==> src/rtl/remap_pkg.sv <==
package remap_pkg;
    typedef enum logic [1:0] {
        MC_CPU   = 2'd0,
        MC_DMA   = 2'd1,
        MC_OTHER = 2'd2,
        MC_RSVD  = 2'd3
    } mst_class_e;

    localparam int T_ROM   = 0;
    localparam int T_OCRAM = 1;
    localparam int T_SDRAM = 2;
    localparam int T_BRG   = 3;
    localparam int T_LWBRG = 4;
    localparam int T_NONE  = 5;
    localparam int NUM_TGT = 6;

    localparam int W_LOW   = 0;
    localparam int W_SDRAM = 1;
    localparam int W_BRG   = 2;
    localparam int W_LW    = 3;
    localparam int W_ROM   = 4;
    localparam int W_OCRAM = 5;
    localparam int NUM_WIN = 6;

    localparam int B_CPU_LOW = 0;
    localparam int B_DMA_LOW = 1;
    localparam int B_BRG_EN  = 3;
    localparam int B_LW_EN   = 4;

    typedef struct packed {
        logic lw_en;
        logic brg_en;
        logic dma_low;
        logic cpu_low;
    } remap_ctl_t;
endpackage

==> src/rtl/remap_ctl_reg.sv <==
module remap_ctl_reg
    import remap_pkg::*;
#(
    parameter int DATA_W  = 32,
    parameter int OFS_W   = 8,
    parameter logic [OFS_W-1:0] CTL_OFS = '0
) (
    input  logic              clk,
    input  logic              rst_n,
    input  logic              wr_en,
    input  logic [OFS_W-1:0]  wr_ofs,
    input  logic [DATA_W-1:0] wr_data,
    output remap_ctl_t        ctl_q
);
    logic hit;
    logic unused_wbits;

    assign hit = wr_en && (wr_ofs == CTL_OFS);
    assign unused_wbits = ^{wr_data[DATA_W-1:B_LW_EN+1], wr_data[2]};

    always_ff @(posedge clk or negedge rst_n) begin
        if (!rst_n) begin
            ctl_q <= '0;
        end else if (hit) begin
            ctl_q.cpu_low <= wr_data[B_CPU_LOW];
            ctl_q.dma_low <= wr_data[B_DMA_LOW];
            ctl_q.brg_en  <= wr_data[B_BRG_EN];
            ctl_q.lw_en   <= wr_data[B_LW_EN];
        end
    end
endmodule

==> src/rtl/remap_win_match.sv <==
module remap_win_match #(
    parameter int ADDR_W = 32,
    parameter logic [ADDR_W-1:0] BASE  = '0,
    parameter logic [ADDR_W-1:0] LIMIT = '1
) (
    input  logic [ADDR_W-1:0] addr,
    output logic              hit
);
    assign hit = (addr >= BASE) && (addr <= LIMIT);
endmodule

==> src/rtl/remap_decode.sv <==
module remap_decode
    import remap_pkg::*;
(
    input  logic [1:0]         mclass,
    input  logic [NUM_WIN-1:0] win_hit,
    input  remap_ctl_t         ctl,
    output logic [NUM_TGT-1:0] sel
);
    int unsigned pick;

    always_comb begin
        pick = T_NONE;
        if (mclass == MC_RSVD) begin
            pick = T_NONE;
        end else if (win_hit[W_LOW]) begin
            unique case (mclass)
                MC_CPU:  pick = ctl.cpu_low ? T_OCRAM : T_ROM;
                MC_DMA:  pick = ctl.dma_low ? T_OCRAM : T_SDRAM;
                default: pick = T_SDRAM;
            endcase
        end else if (win_hit[W_BRG] && ctl.brg_en) begin
            pick = T_BRG;
        end else if (win_hit[W_LW] && ctl.lw_en) begin
            pick = T_LWBRG;
        end else if (win_hit[W_BRG] || win_hit[W_LW]) begin
            pick = T_NONE;
        end else if (win_hit[W_ROM]) begin
            pick = T_ROM;
        end else if (win_hit[W_OCRAM]) begin
            pick = T_OCRAM;
        end else if (win_hit[W_SDRAM]) begin
            pick = T_SDRAM;
        end
        sel = '0;
        sel[pick] = 1'b1;
    end
endmodule

==> src/rtl/remap_ctrl.sv <==
module remap_ctrl
    import remap_pkg::*;
#(
    parameter int ADDR_W = 32,
    parameter int DATA_W = 32,
    parameter int OFS_W  = 8,
    parameter logic [ADDR_W-1:0] LOW_BASE   = 32'h0000_0000,
    parameter logic [ADDR_W-1:0] LOW_LIM    = 32'h0000_FFFF,
    parameter logic [ADDR_W-1:0] SDRAM_BASE = 32'h0001_0000,
    parameter logic [ADDR_W-1:0] SDRAM_LIM  = 32'hBFFF_FFFF,
    parameter logic [ADDR_W-1:0] BRG_BASE   = 32'hC000_0000,
    parameter logic [ADDR_W-1:0] BRG_LIM    = 32'hFBFF_FFFF,
    parameter logic [ADDR_W-1:0] LW_BASE    = 32'hFBE0_0000,
    parameter logic [ADDR_W-1:0] LW_LIM     = 32'hFC1F_FFFF,
    parameter logic [ADDR_W-1:0] ROM_BASE   = 32'hFFFD_0000,
    parameter logic [ADDR_W-1:0] ROM_LIM    = 32'hFFFD_FFFF,
    parameter logic [ADDR_W-1:0] OCRAM_BASE = 32'hFFFF_0000,
    parameter logic [ADDR_W-1:0] OCRAM_LIM  = 32'hFFFF_FFFF
) (
    input  logic              clk,
    input  logic              rst_n,
    input  logic              cfg_wr_en,
    input  logic [OFS_W-1:0]  cfg_addr,
    input  logic [DATA_W-1:0] cfg_wdata,
    output logic [DATA_W-1:0] cfg_rdata,
    input  logic [1:0]        mst_class,
    input  logic [ADDR_W-1:0] req_addr,
    output logic [NUM_TGT-1:0] tgt_sel,
    output logic              dec_err
);
    localparam logic [NUM_WIN-1:0][ADDR_W-1:0] WIN_BASE =
        {OCRAM_BASE, ROM_BASE, LW_BASE, BRG_BASE, SDRAM_BASE, LOW_BASE};
    localparam logic [NUM_WIN-1:0][ADDR_W-1:0] WIN_LIM =
        {OCRAM_LIM, ROM_LIM, LW_LIM, BRG_LIM, SDRAM_LIM, LOW_LIM};

    remap_ctl_t         ctl;
    logic [NUM_WIN-1:0] win_hit;

    remap_ctl_reg #(
        .DATA_W (DATA_W),
        .OFS_W  (OFS_W),
        .CTL_OFS('0)
    ) u_reg (
        .clk    (clk),
        .rst_n  (rst_n),
        .wr_en  (cfg_wr_en),
        .wr_ofs (cfg_addr),
        .wr_data(cfg_wdata),
        .ctl_q  (ctl)
    );

    for (genvar w = 0; w < NUM_WIN; w++) begin : g_win
        remap_win_match #(
            .ADDR_W(ADDR_W),
            .BASE  (WIN_BASE[w]),
            .LIMIT (WIN_LIM[w])
        ) u_match (
            .addr(req_addr),
            .hit (win_hit[w])
        );
    end

    remap_decode u_dec (
        .mclass (mst_class),
        .win_hit(win_hit),
        .ctl    (ctl),
        .sel    (tgt_sel)
    );

    assign dec_err   = tgt_sel[T_NONE];
    assign cfg_rdata = '0;
endmodule

==> config.mk <==
export PLATFORM = sky130hd
export DESIGN_NAME = remap_ctrl
export DESIGN_NICKNAME = d
export VERILOG_FILES = /design/src/rtl/remap_pkg.sv /design/src/rtl/remap_ctl_reg.sv /design/src/rtl/remap_win_match.sv /design/src/rtl/remap_decode.sv /design/src/rtl/remap_ctrl.sv
export SDC_FILE = /design/constraint.sdc
export NUM_CORES = 1
export LEC_CHECK = 0
export CAP_MARGIN = 10
export CORE_MARGIN = 3
export CORE_UTILIZATION = 27
export DETAILED_ROUTE_END_ITERATION = 8
export GPL_ROUTABILITY_DRIVEN = 0
export PLACE_DENSITY = 0.91
export SYNTH_ARGS = -nofsm -noshare
export SYNTH_HDL_FRONTEND = slang
export SYNTH_HIERARCHICAL = 1
export SYNTH_SLANG_ARGS = --single-unit
==> constraint.sdc <==
create_clock -name clk -period 2.7 [get_ports clk]
set_clock_uncertainty 0.1 [all_clocks]
set_input_delay 0.27 -clock clk [delete_from_list [all_inputs] [get_ports clk]]
set_output_delay 0.27 -clock clk [all_outputs]
set_load 0.02 [all_outputs]
==> reports/results.txt, run 1 <==
post-route ant nets -> 0
DRT Pass-1 Iters -> 4
CP max FO -> 5
Crit path depth -> 8
commonest cells after routing, fill and taps aside -> conb_1 (32), clkdlybuf4s50_1 (20), buf_4 (15), nand4_1 (7)
fin nets -> 233
flop-to-flop setup slack -> 1.79 ns
reg-to-reg startpoint -> u_reg/ctl_q[1]
CTS Buffer Depth -> 2
die area -> 3860 um^2
worst vdd ir -> 222 uV
RSZ-0062 raised after global routing -> yes
largest registers -> u_reg/ctl_q x4
compound-cell area share of the yosys netlist -> 0.130
final setup violation count -> 0
worst path bufs/invs -> 2
critical path type -> input port to output port
Max Fclk -> 381 MHz
R2R depth -> 1
Port Buf Inserts -> 39
Die Ht -> 62.1 um
syn_area_per_cell -> 8.50 um^2
H-Tree Depth -> 1
commonest non-fill, non-tap cell in the layout -> conb_1
multi-input logic area -> 703 um^2
number of diodes -> 0
# hold bufs at CTS -> 0
Worst setup SP type -> input port
XOR/XNOR Fraction of Synth Area -> 0
Post-DP HPWL -> 1980 um
critical-path cell list -> clkdlybuf4s50_1 -> nor4_1 -> a41oi_1 -> nor2b_1 -> o21ai_2 -> a221oi_4 -> nor3b_2 -> buf_2
area delta synth->final -> 57.9%
Slew Viols, Final -> 0
Power per Cell Area -> 244 nW/um^2
placed cell areas -> 1250 um^2
Initial Utilization -> 0.295
dpl cells -> 191
fin util -> 0.466
Pleak -> 0.620 nW
CTS Buf Count -> 3
area leader, netlist -> buf_4
leading post-synthesis cells by cell area -> buf_4 (29%), dfrtp_1 (12%), mux2_1 (5.3%)
adder-cell share of the synthesized area -> 0
Crit path max-delay family -> buffers and inverters
# DRC -> 0
Fill cells -> 277
register area -> 100 um^2
WP data arrival -> 2.26 ns
WL final -> 2520 um
crit share post-route -> 0.973
total core area -> 2880 um^2
largest net degree at the start of global routing -> 7
Reg clk slew, reported paths -> 0.04 ns
final global-route overflow total -> 0
Post-Synth Simple-Gate Area -> 0.404
minimum clock period -> 2.63 ns
Die W -> 62.1 um
Setup crit end kind -> output port
multiplexer share of the synthesized area -> 0.0530
Power Total -> 0.000327 W
Synthesis Warnings -> 6
vias in the first global route -> 825
status -> finished clean
post-route cell area -> 1340 um^2
1st-iter DRT viols -> 16
max incr delay on CP -> 0.56 ns
Synth Cell Area -> 850 um^2
Slowest cell on crit path -> clkdlybuf4s50_1
Avg Vias per Cell -> 4.62
CP required -> 2.33 ns
vias post-DR -> 906
max cap viols -> 0
CTS tree -> built
Crit. Startpoint -> req_addr[19]
Synth cell types -> 35
Mapped Cells -> 100
first-pass GRT wire length -> 3520 um
sequential area share after synthesis -> 0.118
Final Hold Viols -> 0
io pins -> 116
initial antenna violation count -> 0
largest family of logic cells by synthesized area -> simple AND/OR/NAND/NOR gates
Post-Layout Cell Count -> 196
Top reg by flops -> u_reg/ctl_q
DR WL/cell -> 12.8 um
synthesis-stage register bit count -> 4
Core Rows -> 19
Clk Latency, worst-skew pair -> 0.23 ns
Sink Count -> 4
share of Yosys cell area claimed by the top area cell type -> 0.292
share of layout cells above drive strength 1 -> 0.312
Min-Delay Path Class -> input port to async pin
Root Driver -> clkbuf_4
max FFs per register -> 4
GRT Overall Usage -> 0.121
## layout make-up
cell class              count  share of cell area
multi-input cells          94               0.524
clock buffers               3              0.0168
repair buffers             53               0.345
well taps                  42              0.0392
flip-flops and latches      4              0.0746
## path summary, 6_finish.rpt
| kind | to |
|---|---|
| max | tgt_sel[0] |
| min | u_reg/ctl_q[2] |
| max reg2reg | u_reg/ctl_q[1] |
| min reg2reg | u_reg/ctl_q[0] |
| max in group asynchronous | u_reg/ctl_q[1] |
| min in group clk | u_reg/ctl_q[0] |
## metrics by stage
stage	hold WS (ns)	setup WS, ns	setup TNS (ns)
after floorplan	-0.126	0.426	0
final	0.135	0.0728	0
after detailed placement	0.383	-0.538	-3.11
after global placement	0.375	-0.454	-2.91
after global routing	0.135	-0.0452	-0.0951
after CTS	0.133	0.0365	0
## cell families after synthesis
group,after synthesis
AND/OR/NAND/NOR,47
buffers and inverters,33
AO/OA/AOI/OAI,11
multiplexers,4
flip-flops,4
other,1
## metal layers
layer / track usage / share of wire / up-vias
li1: - / - / 427
met3: 0.0145 / 0.062 / 8
met2: 0.228 / 0.57 / 46
met4: 0.0727 / 0.033 / 0
met5: 0 / 0 / -
met1: 0.125 / 0.34 / 425
## Yosys cell counts
| library cell | n |
|---|---|
| nand2b_1 | 1 |
| nor3_1 | 3 |
| nor2_4 | 1 |
| a41oi_1 | 1 |
| mux2_1 | 4 |
| a221oi_4 | 1 |
| and2_2 | 1 |
| nand3_2 | 1 |
| nand2_1 | 5 |
| nor4_1 | 7 |
| nor3b_1 | 1 |
| a2bb2oi_1 | 1 |
| nor4b_2 | 1 |
| dfrtp_1 | 4 |
| o21ai_1 | 1 |
| nor2b_4 | 1 |
| nand3_1 | 2 |
| nor3_2 | 1 |
| nor4b_4 | 1 |
| nor2b_1 | 3 |
| a22o_1 | 1 |
| a21o_1 | 1 |
| a21oi_1 | 1 |
| and2_1 | 2 |
| a31oi_1 | 1 |
| conb_1 | 1 |
| and4_1 | 1 |
| nand4_1 | 7 |
| a41oi_2 | 1 |
| nor2_1 | 3 |
| nor4_2 | 3 |
| nand4b_1 | 2 |
| o31ai_1 | 1 |
| buf_4 | 33 |
| a222oi_1 | 1 |
## repair_timing
item | CTS | global route
buffers inserted | 1 | 1
gates resized for setup | 43 | 17
setup endpoints to repair | 7 | 7
pin swaps | 3 | 9
## where the power goes
group	switching [W]	leakage, nW	internal (W)
Sequential	0.00000203	0.0551	0.0000632
Clock	0.0000236	0.0138	0.0000497
Combinational	0.000112	0.551	0.0000772
Total	0.000137	0.620	0.000190
No activity file was read; power rests on OpenSTA's default activity.
==> run 2: changes to the inputs <==
- ABC_CLOCK_PERIOD_IN_PS: default -> 2700
==> results of run 2 <==
The final DEF is identical to that of run 1; final timing and power are the same.
